## src/rtl/spi_ee_pkg.sv

```systemverilog
package spi_ee_pkg;

    localparam logic [7:0] OPC_READ   = 8'h03;
    localparam logic [7:0] OPC_WRITE  = 8'h02;
    localparam logic [7:0] OPC_WREN   = 8'h06;
    localparam logic [7:0] OPC_STATUS = 8'h05;
    localparam logic [7:0] OPC_HI_BIT = 8'h08;

    typedef enum logic [3:0] {
        ST_IDLE,
        ST_POLL_CMD,
        ST_POLL_STAT,
        ST_CS_PULSE,
        ST_WREN,
        ST_CMD,
        ST_ADDR,
        ST_READ_WORD,
        ST_WRITE_WORD,
        ST_WRITE_WAIT,
        ST_FINISH
    } ee_state_t;

    typedef enum logic [1:0] {
        BS_IDLE,
        BS_LOW,
        BS_HIGH
    } bit_state_t;

endpackage

```

## src/rtl/ee_range_check.sv

```systemverilog
module ee_range_check #(
    parameter int CAP_WORDS = 256,
    parameter int REQ_W     = 16
) (
    input  logic [REQ_W-1:0] offset,
    input  logic [REQ_W-1:0] count,
    output logic             bad
);
    localparam int SW = REQ_W + 1;

    logic [SW-1:0] end_pos;

    always_comb begin
        end_pos = {1'b0, offset} + {1'b0, count};
        bad = ({1'b0, offset} >= SW'(CAP_WORDS)) ||
              (count == '0) ||
              (end_pos > SW'(CAP_WORDS));
    end
endmodule

```

## src/rtl/ee_cycle_counter.sv

```systemverilog
module ee_cycle_counter #(
    parameter int W = 8
) (
    input  logic         clk,
    input  logic         rst_n,
    input  logic         clr,
    output logic [W-1:0] cnt
);
    always_ff @(posedge clk or negedge rst_n) begin
        if (!rst_n)       cnt <= '0;
        else if (clr)     cnt <= '0;
        else if (~&cnt)   cnt <= cnt + W'(1);
    end
endmodule

```

## src/rtl/ee_bit_shifter.sv

```systemverilog
module ee_bit_shifter
    import spi_ee_pkg::*;
#(
    parameter int SCK_HALF = 2
) (
    input  logic        clk,
    input  logic        rst_n,
    input  logic        start,
    input  logic [4:0]  nbits,
    input  logic [15:0] tx,
    input  logic        miso,
    output logic        sck,
    output logic        mosi,
    output logic [15:0] rx,
    output logic        busy,
    output logic        done
);
    localparam int HW = $clog2(SCK_HALF) + 1;

    bit_state_t     bs;
    logic [HW-1:0]  tcnt;
    logic [4:0]     left;
    logic [15:0]    shreg;
    logic           phase_end;

    assign phase_end = (tcnt == HW'(SCK_HALF - 1));

    always_ff @(posedge clk or negedge rst_n) begin
        if (!rst_n) begin
            bs    <= BS_IDLE;
            tcnt  <= '0;
            left  <= '0;
            shreg <= '0;
            rx    <= '0;
            done  <= 1'b0;
        end else begin
            done <= 1'b0;
            unique case (bs)
                BS_IDLE: begin
                    if (start) begin
                        shreg <= tx << (5'd16 - nbits);
                        left  <= nbits;
                        tcnt  <= '0;
                        rx    <= '0;
                        bs    <= BS_LOW;
                    end
                end
                BS_LOW: begin
                    if (phase_end) begin
                        tcnt <= '0;
                        bs   <= BS_HIGH;
                    end else begin
                        tcnt <= tcnt + HW'(1);
                    end
                end
                BS_HIGH: begin
                    if (phase_end) begin
                        rx    <= {rx[14:0], miso};
                        shreg <= shreg << 1;
                        left  <= left - 5'd1;
                        tcnt  <= '0;
                        if (left == 5'd1) begin
                            bs   <= BS_IDLE;
                            done <= 1'b1;
                        end else begin
                            bs <= BS_LOW;
                        end
                    end else begin
                        tcnt <= tcnt + HW'(1);
                    end
                end
                default: bs <= BS_IDLE;
            endcase
        end
    end

    assign sck  = (bs == BS_HIGH);
    assign mosi = (bs != BS_IDLE) && shreg[15];
    assign busy = (bs != BS_IDLE);

    AST_MOSI_HELD_HIGH: assert property (@(posedge clk) disable iff (!rst_n)
        (sck && $past(sck)) |-> $stable(mosi));
    AST_DONE_IDLE: assert property (@(posedge clk) disable iff (!rst_n)
        done |-> !busy);
endmodule

```

## src/rtl/spi_eeprom_word_engine.sv

```systemverilog
module spi_eeprom_word_engine
    import spi_ee_pkg::*;
#(
    parameter int CAP_WORDS  = 256,
    parameter int REQ_W      = 16,
    parameter int OPC_BITS   = 8,
    parameter int ADDR_BITS  = 8,
    parameter int PAGE_BYTES = 16,
    parameter int SCK_HALF   = 2,
    parameter int CS_GAP     = 2,
    parameter int POLL_LIMIT = 8,
    parameter int WR_CYCLES  = 100000
) (
    input  logic             clk,
    input  logic             rst_n,
    input  logic             req_valid,
    output logic             req_ready,
    input  logic             req_write,
    input  logic [REQ_W-1:0] req_offset,
    input  logic [REQ_W-1:0] req_count,
    input  logic [15:0]      wr_data,
    output logic             wr_take,
    output logic             rd_valid,
    output logic [15:0]      rd_data,
    output logic             done,
    output logic             err,
    output logic             spi_cs_n,
    output logic             spi_sck,
    output logic             spi_mosi,
    input  logic             spi_miso
);
    localparam int WW         = $clog2(CAP_WORDS) + 1;
    localparam int BAW        = WW + 1;
    localparam int PAGE_WORDS = PAGE_BYTES / 2;
    localparam int PLW        = $clog2(POLL_LIMIT + 1);
    localparam int TW         = $clog2(WR_CYCLES + CS_GAP + 1);

    ee_state_t        state, resume;
    logic [WW-1:0]    cur_word, next_word;
    logic [BAW-1:0]   byte_addr;
    logic [REQ_W-1:0] remain;
    logic [PLW-1:0]   polls;
    logic             is_write, launched, err_q, a8_hit;
    logic             range_bad, shifting, page_end;
    logic             sh_start, sh_busy, sh_done;
    logic [4:0]       sh_nbits;
    logic [15:0]      sh_tx, sh_rx;
    logic [TW-1:0]    tcnt;
    logic             tclr, gap_done, wait_done;

    ee_range_check #(.CAP_WORDS(CAP_WORDS), .REQ_W(REQ_W)) u_range (
        .offset(req_offset), .count(req_count), .bad(range_bad));

    ee_bit_shifter #(.SCK_HALF(SCK_HALF)) u_shift (
        .clk(clk), .rst_n(rst_n), .start(sh_start), .nbits(sh_nbits),
        .tx(sh_tx), .miso(spi_miso), .sck(spi_sck), .mosi(spi_mosi),
        .rx(sh_rx), .busy(sh_busy), .done(sh_done));

    ee_cycle_counter #(.W(TW)) u_timer (
        .clk(clk), .rst_n(rst_n), .clr(tclr), .cnt(tcnt));

    assign byte_addr = {cur_word, 1'b0};
    assign next_word = cur_word + WW'(1);
    assign page_end  = ((next_word % WW'(PAGE_WORDS)) == '0);
    assign gap_done  = (tcnt >= TW'(CS_GAP - 1));
    assign wait_done = (tcnt >= TW'(WR_CYCLES - 1));
    assign tclr      = !(state == ST_CS_PULSE || state == ST_WRITE_WAIT);

    generate
        if (ADDR_BITS == 8 && BAW > 8) begin : g_hi_bit
            assign a8_hit = byte_addr[8];
        end else begin : g_no_hi_bit
            assign a8_hit = 1'b0;
        end
    endgenerate

    // Output and shifter-control process
    always_comb begin
        shifting  = (state == ST_POLL_CMD) || (state == ST_POLL_STAT) ||
                    (state == ST_WREN)     || (state == ST_CMD)       ||
                    (state == ST_ADDR)     || (state == ST_READ_WORD) ||
                    (state == ST_WRITE_WORD);
        spi_cs_n  = !shifting;
        req_ready = (state == ST_IDLE);
        sh_start  = shifting && !launched && !sh_busy;
        sh_nbits  = 5'(OPC_BITS);
        sh_tx     = '0;
        unique case (state)
            ST_POLL_CMD:   sh_tx = 16'(OPC_STATUS);
            ST_POLL_STAT:  sh_nbits = 5'd8;
            ST_WREN:       sh_tx = 16'(OPC_WREN);
            ST_CMD:        sh_tx = 16'((is_write ? OPC_WRITE : OPC_READ) |
                                       (a8_hit ? OPC_HI_BIT : 8'h00));
            ST_ADDR: begin
                sh_nbits = 5'(ADDR_BITS);
                sh_tx    = 16'(byte_addr);
            end
            ST_READ_WORD:  sh_nbits = 5'd16;
            ST_WRITE_WORD: begin
                sh_nbits = 5'd16;
                sh_tx    = {wr_data[7:0], wr_data[15:8]};
            end
            default: ;
        endcase
    end

    // State register process
    always_ff @(posedge clk or negedge rst_n) begin
        if (!rst_n) begin
            state    <= ST_IDLE;
            resume   <= ST_IDLE;
            cur_word <= '0;
            remain   <= '0;
            polls    <= '0;
            is_write <= 1'b0;
            launched <= 1'b0;
            err_q    <= 1'b0;
            wr_take  <= 1'b0;
            rd_valid <= 1'b0;
            rd_data  <= '0;
            done     <= 1'b0;
            err      <= 1'b0;
        end else begin
            wr_take  <= 1'b0;
            rd_valid <= 1'b0;
            done     <= 1'b0;
            err      <= 1'b0;
            if (sh_start) begin
                launched <= 1'b1;
                if (state == ST_WRITE_WORD) wr_take <= 1'b1;
            end
            if (sh_done) launched <= 1'b0;

            unique case (state)
                ST_IDLE: begin
                    if (req_valid) begin
                        if (range_bad) begin
                            err_q <= 1'b1;
                            state <= ST_FINISH;
                        end else begin
                            err_q    <= 1'b0;
                            cur_word <= WW'(req_offset);
                            remain   <= req_count;
                            is_write <= req_write;
                            polls    <= '0;
                            state    <= ST_POLL_CMD;
                        end
                    end
                end
                ST_POLL_CMD:  if (sh_done) state <= ST_POLL_STAT;
                ST_POLL_STAT: begin
                    if (sh_done) begin
                        if (!sh_rx[0]) begin
                            polls  <= '0;
                            resume <= is_write ? ST_WREN : ST_CMD;
                            state  <= ST_CS_PULSE;
                        end else if (polls == PLW'(POLL_LIMIT - 1)) begin
                            err_q <= 1'b1;
                            state <= ST_FINISH;
                        end else begin
                            polls  <= polls + PLW'(1);
                            resume <= ST_POLL_CMD;
                            state  <= ST_CS_PULSE;
                        end
                    end
                end
                ST_CS_PULSE: if (gap_done) state <= resume;
                ST_WREN: begin
                    if (sh_done) begin
                        resume <= ST_CMD;
                        state  <= ST_CS_PULSE;
                    end
                end
                ST_CMD:  if (sh_done) state <= ST_ADDR;
                ST_ADDR: if (sh_done) state <= is_write ? ST_WRITE_WORD : ST_READ_WORD;
                ST_READ_WORD: begin
                    if (sh_done) begin
                        rd_valid <= 1'b1;
                        rd_data  <= {sh_rx[7:0], sh_rx[15:8]};
                        cur_word <= next_word;
                        remain   <= remain - REQ_W'(1);
                        if (remain == REQ_W'(1)) state <= ST_FINISH;
                    end
                end
                ST_WRITE_WORD: begin
                    if (sh_done) begin
                        cur_word <= next_word;
                        remain   <= remain - REQ_W'(1);
                        if (remain == REQ_W'(1) || page_end) state <= ST_WRITE_WAIT;
                    end
                end
                ST_WRITE_WAIT: begin
                    if (wait_done) state <= (remain == '0) ? ST_FINISH : ST_POLL_CMD;
                end
                ST_FINISH: begin
                    done  <= 1'b1;
                    err   <= err_q;
                    state <= ST_IDLE;
                end
                default: state <= ST_IDLE;
            endcase
        end
    end

    AST_SCK_NEEDS_CS: assert property (@(posedge clk) disable iff (!rst_n)
        spi_sck |-> !spi_cs_n);
    AST_READ_MOSI_LOW: assert property (@(posedge clk) disable iff (!rst_n)
        (state == ST_READ_WORD) |-> !spi_mosi);
    AST_ERR_WITH_DONE: assert property (@(posedge clk) disable iff (!rst_n)
        err |-> done);
    AST_POLL_BOUND: assert property (@(posedge clk) disable iff (!rst_n)
        polls < PLW'(POLL_LIMIT));
    AST_READY_CS_HIGH: assert property (@(posedge clk) disable iff (!rst_n)
        req_ready |-> (spi_cs_n && !spi_sck));
    AST_RDVALID_READ_ONLY: assert property (@(posedge clk) disable iff (!rst_n)
        rd_valid |-> !is_write);
    AST_TAKE_IN_WRITE: assert property (@(posedge clk) disable iff (!rst_n)
        wr_take |-> (state == ST_WRITE_WORD));
endmodule

```

## config.mk

```make
export PLATFORM = sky130hd
export DESIGN_NAME = spi_eeprom_word_engine
export DESIGN_NICKNAME = d
export VERILOG_FILES = /design/src/rtl/spi_ee_pkg.sv /design/src/rtl/ee_range_check.sv /design/src/rtl/ee_cycle_counter.sv /design/src/rtl/ee_bit_shifter.sv /design/src/rtl/spi_eeprom_word_engine.sv
export SDC_FILE = /design/constraint.sdc
export NUM_CORES = 1
export LEC_CHECK = 0
export ABC_AREA = 1
export BUFFER_PORTS_ARGS = -buffer_cell sky130_fd_sc_hd__buf_2
export CAP_MARGIN = 20
export CORE_AREA = 4 4 128 130
export CTS_BUF_LIST = sky130_fd_sc_hd__clkbuf_16
export CTS_CLUSTER_SIZE = 25
export DETAILED_ROUTE_END_ITERATION = 7
export DIE_AREA = 0 0 132 134
export HOLD_SLACK_MARGIN = 0.03
export PLACE_DENSITY = 0.76
export SLEW_MARGIN = 20
export SYNTH_ARGS = -nofsm -noshare
export SYNTH_HDL_FRONTEND = slang
export SYNTH_SLANG_ARGS = --single-unit
```

## constraint.sdc

```tcl
create_clock -name clk -period 2.85 [get_ports clk]
set_clock_uncertainty 0.15 [all_clocks]
set_input_delay 0.57 -clock clk [delete_from_list [all_inputs] [get_ports clk]]
set_output_delay 0.57 -clock clk [all_outputs]
set_load 0.01 [all_outputs]
```

After elaboration in Yosys (flattened, before gate mapping)
Index checks and enable logic that the tools add are counted.
{"block": "classes", "bitwise": 2, "shifts": 1, "n_lt_le_gt_ge": 4, "n_eq_ne": 37, "muxes": 78, "n_addsub": 8, "reduce_logical": 41}
{"cell": "$mux 16", "count": 7}
{"cell": "$mux 4", "count": 27}
{"cell": "$pmux 16 s2", "count": 3}
{"cell": "$pmux 16 s5", "count": 1}
{"cell": "$pmux 4 s10", "count": 1}
{"cell": "$mux 17", "count": 2}
{"cell": "$logic_not 16->1", "count": 2}
{"cell": "$ne 2x1->1 const B", "count": 14}
{"cell": "$mux 9", "count": 3}
{"cell": "$eq 4x3->1 const B", "count": 5}
{"cell": "$mux 1", "count": 19}
{"cell": "$pmux 9 s2", "count": 1}
{"cell": "$add 16x16->17", "count": 1}
{"cell": "$add 17x1->17 const B", "count": 1}
{"cell": "$ge 17x1->1 const B", "count": 1}
{"cell": "$ge 17x17->1 const B", "count": 1}
{"cell": "$gt 17x9->1 const B", "count": 1}
{"cell": "$reduce_and 17->1", "count": 1}
{"cell": "$eq 16x1->1 const B", "count": 1}
{"cell": "$ge 16x9->1 const B", "count": 1}
{"cell": "$pmux 4 s2", "count": 2}
{"cell": "$shl 16x5->16", "count": 1}
{"cell": "$sub 16x1->16 const B", "count": 1}
{"cell": "$mux 5", "count": 3}
{"cell": "other kinds (33)", "count": 71}
{"block": "word_totals", "elab_cells": 191, "in_bits": 53, "register_bits": 119, "out_inout_bits": 24}

Logic depth before layout (Yosys ltp)
Gate-level depths: netlist (run 1).
{"block": "logic_depth", "ltp_word": 11, "depth_mapped": 20, "mapped_depth_nobuf": 19}

By module
Synthesis (run 1) repeated with hierarchy kept, for this count alone.
{"block": "hier_totals", "cells_unflattened": 1307, "area_unflattened_um2": 8826.0}
{"module": "spi_eeprom_word_engine", "cells_each": 568, "area_each_um2": 3792.4, "n_inst": 1}
{"module": "ee_bit_shifter", "cells_each": 376, "area_each_um2": 2887.8, "n_inst": 1}
{"module": "ee_range_check", "cells_each": 227, "area_each_um2": 1179.9, "n_inst": 1}
{"module": "ee_cycle_counter", "cells_each": 136, "area_each_um2": 965.9, "n_inst": 1}

Worst setup path before layout (run 1)
Ideal clock, no wire load.
{"block": "synth_path", "path_type": "in2reg", "start": "input port req_offset[0]", "end": "register remain[2]", "stages": 16, "setup_slack_ns": 0.103, "arrival_ns": 2.480, "setup_time_ns": 0.117, "cell_sequence": "ha_1 > fa_1 > or2_2 > a21oi_1 > nand3_1 > nor2_1 > nand2_1 > nand2_1 > inv_1 > nor2_1 > nand2_2 > nand2_4 > nand2_4 > buf_6 > nand2_1 > nand2_1"}
{"block": "synth_via", "elab_chain_len": 5}
{"element": "from (decl)", "line_no": "spi_eeprom_word_engine.sv:19", "text": "input logic [REQ_W-1:0] req_offset,"}
{"element": "$add 16x16->17 / $ge 16x9->1 (equally long branches)", "line_no": "ee_range_check.sv:14, ee_range_check.sv:15"}
{"element": "$gt 17x9->1 / $logic_or 1x1->1 (equally long branches)", "line_no": "ee_range_check.sv:17, ee_range_check.sv:15"}
{"element": "$logic_or 1x1->1 (*)", "line_no": "ee_range_check.sv:16", "text": "(count == '0) ||"}
{"element": "$ne 2x2->1 (no source line) (*)"}
{"element": "$reduce_and 4->1 (no source line) (*)"}
{"element": "to (signal assigned)", "line_no": "spi_eeprom_word_engine.sv:143", "text": "remain <= req_count;"}
{"element": "to (signal assigned)", "line_no": "spi_eeprom_word_engine.sv:181", "text": "remain <= remain - REQ_W'(1);"}
{"element": "to (signal assigned)", "line_no": "spi_eeprom_word_engine.sv:188", "text": "remain <= remain - REQ_W'(1);"}
{"element": "to (decl)", "line_no": "spi_eeprom_word_engine.sv:41", "text": "logic [REQ_W-1:0] remain;"}
Mark *: on every way between the ends. The rest lies on a longest branch, timed or not.
A chain may end at the register's enable or synchronous reset.

Final worst setup path (run 1)
{"block": "layout_path", "start": "register u_timer.cnt[0]", "end": "register u_timer.cnt[15]"}
{"block": "layout_via", "elab_chain_len": 3}
{"element": "from (decl)", "line_no": "ee_cycle_counter.sv:7", "text": "output logic [W-1:0] cnt"}
{"element": "from (signal assigned)", "line_no": "ee_cycle_counter.sv:12", "text": "else if (~&cnt) cnt <= cnt + W'(1);"}
{"element": "$add 17x1->17", "line_no": "ee_cycle_counter.sv:12"}
{"element": "$mux 17", "line_no": "ee_cycle_counter.sv:12"}
{"element": "$mux 17", "line_no": "ee_cycle_counter.sv:11", "text": "else if (clr) cnt <= '0;"}
Parallel ways exist; a longest one is shown, timed or not. The select of a mux whose other input is x is not followed.

==> results of run 1 <==
[what timing repair did]
item / CTS / global route
endpoints found under the setup margin: 0 / 26
endpoints found under the hold margin: 16 / 0
hold buffers: 1 / 0
gates resized for setup: 0 / 6
setup buffers: 0 / 0
[layout by cell type (no fill, tap or decap), drive strengths merged, types with 2 or more instances in the layout]
cell type / netlist / layout
nand2: 323 / 323
nand3: 94 / 94
clkinv: 0 / 9
o31ai: 4 / 4
o221ai: 2 / 2
or2: 7 / 7
clkbuf: 16 / 17
nand4: 12 / 12
o21ai: 67 / 67
bufinv: 0 / 2
o22ai: 18 / 18
ha: 30 / 30
xor2: 9 / 9
clkinvlp: 0 / 2
nor3b: 2 / 2
a211oi: 3 / 3
nor3: 17 / 17
inv: 150 / 151
nor4: 8 / 8
dfrtp: 116 / 116
and2: 3 / 3
xnor2: 5 / 5
buf: 12 / 100
o21a: 8 / 8
a21oi: 36 / 36
nor2: 115 / 115
nand3b: 4 / 4
a31oi: 6 / 6
[kinds of logic (layout without fill, tap and decap cells)]
logic type / Yosys count / count (layout)
AOI/OAI and AO/OA: 151 / 151
DFF: 116 / 116
adders and majority gates: 31 / 31
and+or+nand+nor: 585 / 585
xor gates and xnor gates: 14 / 14
buffers and inverters: 178 / 282
[cell type report]
cell class	count	area, um^2
Clock inverter	14	121
Sequential cell	116	2900
Fill cell	1386	6360
Tap cell	188	235
Inverter	150	563
Timing Repair Buffer	101	606
Multi-Input combinational cell	781	3940
Clock buffer	17	425
[state kept, by name, indices dropped and copies added (netlist names), 4 cells and up]
signal	cells
cur_word	8
polls	4
rd_data	16
remain	16
state	4
u_shift.left	5
u_shift.rx	16
u_shift.shreg	16
u_timer.cnt	17
[per-layer routing]
| metal | share of wire | up-vias | wire length [um] |
|---|---|---|---|
| met4 | 0.021 | 0 | 381 |
| met2 | 0.48 | 189 | 8810 |
| met5 | 0 | - | 0 |
| met1 | 0.45 | 3270 | 8310 |
| li1 | - | 3650 | - |
| met3 | 0.043 | 31 | 789 |
[path summary, 6_finish.rpt]
kind                                 from                end  cells after the start
max in group asynchronous           rst_n  u_shift.shreg[13]                      3
setup / recovery           u_timer.cnt[0]    u_timer.cnt[15]                     14
min in group asynchronous           rst_n     u_timer.cnt[7]                      2
hold reg to reg                rd_data[7]         rd_data[7]                      2
setup reg to reg           u_timer.cnt[0]    u_timer.cnt[15]                     14
hold / removal                   spi_miso      u_shift.rx[0]                      3
[per-stage QoR]
stage               setup TNS [ns]  cell area, um^2  power (mW)  hold slack [ns]  cells
global placement             -4.04             8200        5.71            0.310   1335
CTS                              0             8760        7.79            0.236   1367
global route               -0.0460             8790        8.41            0.236   1367
floorplan                        0             7540        5.00            0.124   1075
finish                           0             8790        7.82            0.243   1367
detailed placement           -6.97             8200        5.78            0.320   1335
[report_power, final]
part	internal, mW	total [mW]	switching (mW)
sequential	2.06	2.38	0.316
clock	1.25	1.99	0.735
combinational	1.22	3.45	2.23
total	4.54	7.82	3.28
[worst reg2reg max path: cells and delay by family, from the launching register on]
kind / cells / cell delay [ns]
AOI/OAI and AO/OA: 2 / 0.21
adders and majority gates: 2 / 0.45
buffers and inverters: 1 / 0.11
DFF: 1 / 0.40
and+or+nand+nor: 9 / 1.25
==> results.json, run 1 <==
{
  "layout-drive-gt1-share": 0.139,
  "top_level_ports": 77,
  "die_w_um": 132,
  "cts-htree-levels": 4,
  "vias": 7140,
  "critPathKind": "flop to flop",
  "synth-edff-count": 0,
  "synth_flop_cell": "dfrtp_1",
  "synth_compound_area_frac": 0.116,
  "grt_pass1_wl_mm": 31.6,
  "use_met3": 0.0424,
  "grtUsageMet2": 0.357,
  "synth-adder-area-share": 0.0524,
  "critical_path_arrival_ns": 2.84,
  "grt_antenna_before_repair": 0,
  "cpMaxStageDelayCell": "dfrtp_1",
  "core_um2": 15100,
  "grt_max_degree": 50,
  "post_drt_wl_per_cell_um": 13.4,
  "grt_overflow_total": 0,
  "synth.top_cells.by_count": "nand2_1, inv_1, dfrtp_1, nor2_1, nand3_1",
  "drv_slew": 0,
  "cp_num_buf_inv": 1,
  "syn_avg_cell_area_um2": 7.01,
  "core.rowCount": 45,
  "nets": 1251,
  "hold_class": "input port to flop",
  "relSlewSlack": 0.489,
  "grt_pass1_vias": 7041,
  "final_util": 0.580,
  "cts_tree": "done",
  "finalSetupViolCount": 0,
  "synth.area.mux_share": 0,
  "drcViolationCount": 0,
  "syn-cell-area_um2": 7540,
  "hpwlAfterDp_mm": 13.6,
  "fmax_ghz": 0.376,
  "worst_pin_slew_ns": 0.766,
  "routed_via_density": 5.22,
  "ys_seq_elements": 116,
  "wirelength_mm": 18.3,
  "clk_pin_slew_ns": 0.05,
  "crit_path_max_incr_delay_ns": 0.40,
  "antennaDiodeCount": 0,
  "first_pass_iters": 5,
  "power.density_nw_per_um2": 890,
  "cp_cell_sequence": "ha_1 -> nand3_1 -> nor2_1 -> nand2_1 -> nor4_2 -> ha_1 -> inv_1 -> nor2_1 -> nor2_1 -> nand3_1 -> nor2_1 -> nand2_1 -> o21ai_0 -> a21oi_1",
  "crit_family": "simple AND/OR/NAND/NOR gates",
  "vdd_drop_max_v": 0.000493,
  "gr-max-usage-layer": "met2",
  "die_h_um": 134,
  "yosysMostFrequentCell": "nand2_1",
  "synth_area_leader_cell": "dfrtp_1",
  "synth-xor-area-share": 0.0163,
  "worst_ep_required_time_ns": 3.04,
  "r2r_slack_ns": 0.19,
  "synthCells": 1075,
  "synth_warnings": 0,
  "dp_slack_ns": -0.256,
  "cts_root_buffer": "clkbuf_16",
  "period_share": 0.932,
  "synth.top_cells.by_area": "dfrtp_1, nand2_1, inv_1",
  "seq_area_frac_synth": 0.385,
  "grt_use_total": 0.212,
  "drtAntennaViolNets": 0,
  "drt-initial-drc-count": 560,
  "area_growth_pct": 16.5,
  "period_needed_ns": 2.66,
  "synth-simple-area-share": 0.335,
  "netlist.area_leader.share": 0.385,
  "gr-usage-met1": 0.274,
  "start_kind": "flop",
  "synth_nets": 1159,
  "io_buffers": 76,
  "crit_top_cell": "nor2_1",
  "cts_buffer_depth": 2,
  "clk_latency_ns": 0.42,
  "place.gp.congestion": 0.933,
  "cts_num_sinks": 116,
  "die_area_um2": 17700,
  "initial_core_util": 0.498,
  "netlist-cell-type-count": 49,
  "max_cap_violations": 0,
  "critPathCaptureType": "flop",
  "path_max_fanout": 6,
  "outcome": "complete, no violations",
  "cts_inserted_buffers": 17,
  "final_hold_viol_count": 0,
  "setup_ws_ns": 0.193,
  "synth_top_family_by_area": "simple AND/OR/NAND/NOR gates",
  "async_flop_share": 1.00,
  "power.leakage_nw": 4.44
}
No activity file was read; power rests on OpenSTA's default activity.
==> run 2: changes to the inputs <==
SETUP_SLACK_MARGIN = 0.3   (was not set)
==> run 2 against run 1 <==
Critical path depth grew 5. Clock power grew 13%. Core utilization grew 2.5 points. Global-route usage grew 0.42 points. Count of clock-buffer cells in the layout is the same. First-iteration DRC count shrank 5.4%. Sequential share of layout area shrank 1.3 points. Die area is the same. Wire length grew 4.3%.
==> results.json, run 2 (synthesized netlist as in run 1, its figures left out) <==
{
  "grt_pass1_vias": 6882,
  "grt_max_degree": 43,
  "cts_buffer_depth": 2,
  "drv_slew": 0,
  "cts-htree-levels": 4,
  "post_drt_wl_per_cell_um": 13.8,
  "cpMaxStageDelayCell": "fa_2",
  "largest_reg_flops": 17,
  "routed_via_density": 5.27,
  "crit_top_cell": "nand2_1",
  "grt_pass1_wl_mm": 32.1,
  "final_common_cell": "nand2_1",
  "cts_tree": "done",
  "grt_use_total": 0.217,
  "core.rowCount": 45,
  "place.gp.congestion": 0.925,
  "path_max_fanout": 12,
  "core_um2": 15100,
  "critical_path_arrival_ns": 2.62,
  "power.leakage_nw": 4.56,
  "cts_num_sinks": 116,
  "nets": 1262,
  "drcViolationCount": 0,
  "final_cell_mix": "nand2_1, inv_1, dfrtp_1, nor2_1, nand3_1",
  "hold_class": "input port to flop",
  "cp_cell_sequence": "buf_2 -> ha_4 -> fa_2 -> nand2_2 -> nand2_2 -> nand3_2 -> nand2_2 -> nand2_1 -> nand2_1 -> nand2_1 -> nand2_1 -> nor2_2 -> nand2_1 -> nor2_2 -> nand2_4 -> nand2_8 -> nand2_4 -> nand2_1 -> nand2_1",
  "fmax_ghz": 0.406,
  "drtAntennaViolNets": 0,
  "clk_latency_ns": 0.42,
  "first_pass_iters": 5,
  "die_h_um": 134,
  "antennaDiodeCount": 0,
  "initial_core_util": 0.498,
  "crit_path_max_incr_delay_ns": 0.37,
  "vdd_drop_max_v": 0.000466,
  "wirelength_mm": 19.1,
  "power.density_nw_per_um2": 903,
  "die_area_um2": 17700,
  "period_share": 0.864,
  "layout-drive-gt1-share": 0.177,
  "hpwlAfterDp_mm": 13.8,
  "grt_antenna_before_repair": 0,
  "critPathCaptureType": "flop",
  "drt-initial-drc-count": 530,
  "regMostFlops": "u_timer.cnt",
  "relSlewSlack": 0.477,
  "design_area_um2": 9170,
  "top_level_ports": 77,
  "placed_cells": 1341,
  "finalSetupViolCount": 0,
  "final_cells": 1379,
  "io_buffers": 76,
  "postPlaceCellArea_um2": 8260,
  "period_needed_ns": 2.46,
  "vias": 7271,
  "fillers": 1306,
  "hold_ws_ns": 0.239,
  "clk_pin_slew_ns": 0.06,
  "cts_root_buffer": "clkbuf_16",
  "area_growth_pct": 21.5,
  "outcome": "complete, no violations",
  "worst_pin_slew_ns": 0.784,
  "cts_inserted_buffers": 17,
  "final_hold_viol_count": 0,
  "worst_ep_required_time_ns": 3.01,
  "grt_overflow_total": 0,
  "rsz0062_at_grt": "true",
  "max_cap_violations": 0,
  "critPathKind": "input port to flop",
  "die_w_um": 132,
  "start_kind": "input port"
}
## run 2: cell types whose count changed in the layout (fill, tap and decap cells not counted), sizes merged
cell      previous run  this run
inv                151       153
clkbuf              17        18
clkinvlp             2         3
buf                100       108
bufinv               2         4
nand2              323       325
clkinv               9         5
## run 2: routing by layer
layer / routed length (um) / GRT usage / vias up / part of all wire
met5: 0 / 0 / - / 0
met4: 343 / 0.0753 / 0 / 0.018
met3: 958 / 0.0420 / 33 / 0.050
met2: 9260 / 0.360 / 205 / 0.49
met1: 8520 / 0.285 / 3359 / 0.45
li1: - / - / 3674 / -
## run 2: cell type report
cell class                      count  area, um^2  share of cell area
Clock buffer                       17         425              0.0464
Timing Repair Buffer              110         697              0.0760
Tap cell                          188         235              0.0257
Inverter                          150         563              0.0614
Sequential cell                   116        2900               0.317
Multi-Input combinational cell    783        4150               0.453
Clock inverter                     15         190              0.0208
## run 2: worst max-delay path, delay by kind of cell
family	cells	cell delay, ns
buf+inv	1	0.12
simple gates	16	1.40
fa+ha+maj	2	0.53
## run 2: power breakdown
group	total, mW	leakage, nW	switching, mW	internal, mW
registers	2.38	1.54	0.313	2.06
logic	3.66	2.72	2.35	1.31
clock network	2.24	0.299	0.787	1.45
total	8.28	4.56	3.45	4.83
## run 2: metrics by stage
| stage | worst slack [ns] | power [mW] | util | setup TNS, ns |
|---|---|---|---|---|
| floorplan | 0.275 | 5.00 | - | 0 |
| global placement | -0.00953 | 5.69 | 0.546 | -0.152 |
| detailed placement | -0.0551 | 5.78 | 0.546 | -1.15 |
| CTS | 0.299 | 8.06 | 0.587 | 0 |
| global route | 0.255 | 8.89 | 0.605 | 0 |
| finish | 0.387 | 8.28 | 0.605 | 0 |
## run 2: what timing repair did
action | in CTS | in global routing
endpoints found under the hold margin | 24 | 0
resized for setup | 2 | 43
cloned | 0 | 3
endpoints found under the setup margin | 3 | 38
pin swaps | 0 | 9
setup buffers | 0 | 2
hold buffers | 1 | 0
## run 2: path summary, 6_finish.rpt
path / depth (start not counted) / start / to / slack (ns)
max: 19 / req_offset[0] / remain[2] / 0.39
min: 3 / spi_miso / u_shift.rx[0] / 0.24
max reg2reg: 14 / u_timer.cnt[0] / u_timer.cnt[12] / 0.46
min reg2reg: 2 / cur_word[6] / cur_word[6] / 0.32
max in group asynchronous: 3 / rst_n / u_shift.shreg[4] / 1.42
min in group asynchronous: 2 / rst_n / u_timer.cnt[11] / 0.45
==> run 3: changes to the inputs <==
PLACE_DENSITY = not set   (was 0.76)
PLACE_DENSITY_LB_ADDON = 0.05   (was not set)
==> run 3 against run 2 <==
Non-clock buffer count is 3 lower. Global-route usage increased by 0.19 points. Final cell count decreased by 0.29%. Total power down 0.29%. Sequential share of layout area up 0.36 points. Fmax fell by 1.2%. Combinational power barely moved. Via count shrank 1.1%. Worst hold slack worse by 0.23 ns. Setup slack lost 0.030 ns.
==> results.json, run 3 (synthesized netlist as in run 1, its figures left out) <==
{
  "p_sw_mw": 3.42,
  "p_seq_frac": 0.287,
  "drcViolationCount": 0,
  "cts_inserted_buffers": 17,
  "cts_buffer_depth": 2,
  "grt_antenna_before_repair": 0,
  "final_hold_viol_count": 0,
  "vdd_drop_max_v": 0.000525,
  "relSlewSlack": 0.470,
  "top_level_ports": 77,
  "drtAntennaViolNets": 0,
  "crit_path_max_incr_delay_ns": 0.42,
  "grt_pass1_vias": 6696,
  "io_buffers": 76,
  "initial_core_util": 0.498,
  "regMostFlops": "u_timer.cnt",
  "cts_tree": "done",
  "die_area_um2": 17700,
  "cp_cell_sequence": "nor2_1 -> inv_1 -> nor2_2 -> buf_4 -> buf_2",
  "power.internal_mw": 4.84,
  "hold_ws_ns": 0.0142,
  "final_common_cell": "nand2_1",
  "critPathKind": "flop to primary output",
  "critical_path_arrival_ns": 1.77,
  "total_power_mw": 8.25,
  "core_um2": 15100,
  "first_pass_iters": 5,
  "clk_latency_ns": 0.42,
  "worst_pin_slew_ns": 0.794,
  "drv_slew": 0,
  "hold_class": "input port to async pin",
  "path_max_fanout": 5,
  "finalSetupViolCount": 0,
  "switching_share": 0.414,
  "grt_overflow_total": 0,
  "start_kind": "flop",
  "vias": 7194,
  "rsz0062_at_grt": "true",
  "cts-htree-levels": 4,
  "nets": 1258,
  "cts_hold_buf": 0,
  "worst_ep_required_time_ns": 2.13,
  "die_w_um": 132,
  "power.leakage_nw": 4.52,
  "fmax_ghz": 0.401,
  "die_h_um": 134,
  "critPathCaptureType": "primary output",
  "period_needed_ns": 2.49,
  "outcome": "complete, no violations",
  "largest_reg_flops": 17,
  "hpwlAfterDp_mm": 14.1,
  "grt_max_degree": 50,
  "period_share": 0.875,
  "clockPowerShare": 0.269,
  "core.rowCount": 45,
  "area_growth_pct": 20.1,
  "antennaDiodeCount": 0,
  "cpMaxStageDelayCell": "dfrtp_1",
  "layout-drive-gt1-share": 0.170,
  "pwr-share-comb": 0.443,
  "grt_pass1_wl_mm": 32.2,
  "cts_num_sinks": 116,
  "place.gp.congestion": 0.896,
  "grt_use_total": 0.218,
  "clk_pin_slew_ns": 0.05,
  "drt-initial-drc-count": 390,
  "cts_root_buffer": "clkbuf_16",
  "post_drt_wl_per_cell_um": 13.8,
  "wirelength_mm": 18.9,
  "routed_via_density": 5.23,
  "max_cap_violations": 0,
  "final_cell_mix": "nand2_1, inv_1, dfrtp_1, nor2_1, nand3_1",
  "power.density_nw_per_um2": 911
}
==> run 3: cell types whose count changed in the layout (fill, tap and decap cells not counted), moves of 2 or more <==
cell     previous run  this run
buf_12              1         3
buf_8               3         0
ha_2                2         5
ha_4                7         3
nand2_1           309       311
nand2_4             6         3
==> run 3: per-stage QoR <==
step	cell area [um^2]	utilization	std cells	worst slack [ns]	TNS [ns]
finish	9060	0.598	1375	0.357	0
global route	9060	0.598	1375	0.217	0
CTS	8900	0.588	1372	0.325	0
detailed placement	8280	0.547	1340	-0.139	-3.25
global placement	8280	0.547	1340	-0.0778	-1.91
floorplan	7570	-	1075	0.275	0
==> run 3: critical path, delay by kind of cell (launching register included) <==
kind                   cells  cell delay, ns
DFF                        1            0.42
buffers and inverters      3            0.46
and+or+nand+nor            2            0.48
==> run 3: path summary, 6_finish.rpt <==
path                                 from               end  slack, ns  cells after the start
setup reg to reg           u_timer.cnt[1]   u_timer.cnt[11]       0.43                     13
hold reg to reg               cur_word[6]       cur_word[6]       0.32                      2
max in group asynchronous           rst_n  u_shift.shreg[2]       1.72                      2
hold / removal                      rst_n    u_timer.cnt[7]       0.01                      1
min in group clk                 spi_miso     u_shift.rx[0]       0.23                      3
setup / recovery                 state[0]         req_ready       0.36                      5
==> run 3: routing by layer <==
metal | track usage | up-vias | wire (um)
li1 | - | 3674 | -
met1 | 0.318 | 3332 | 9250
met2 | 0.338 | 167 | 8550
met3 | 0.0386 | 21 | 934
met4 | 0.0583 | 0 | 194
met5 | 0 | - | 0
==> run 3: cell type report <==
| type | instances | area, um^2 |
|---|---|---|
| tap | 188 | 235 |
| clock buffer | 17 | 425 |
| multi-input combinational | 782 | 4070 |
| clock inverter | 15 | 188 |
| fill | 1439 | 6090 |
| sequential | 116 | 2900 |
| timing repair buffer | 107 | 674 |
| inverter | 150 | 563 |
==> run 3: power groups by stage <==
stage               combinational [mW]  clock (mW)  sequential, mW
finish                            3.66        2.22            2.37
global route                      4.15        2.34            2.43
CTS                               3.55        2.25            2.37
detailed placement                3.51           0            2.39
global placement                  3.47           0            2.39
floorplan                         2.69           0            2.32
==> run 3: timing repair <==
action | in CTS | in global routing
setup buffers | 0 | 1
pin swaps | 0 | 2
cloned | 0 | 2
resized for setup | 2 | 27
endpoints found under the setup margin | 4 | 39
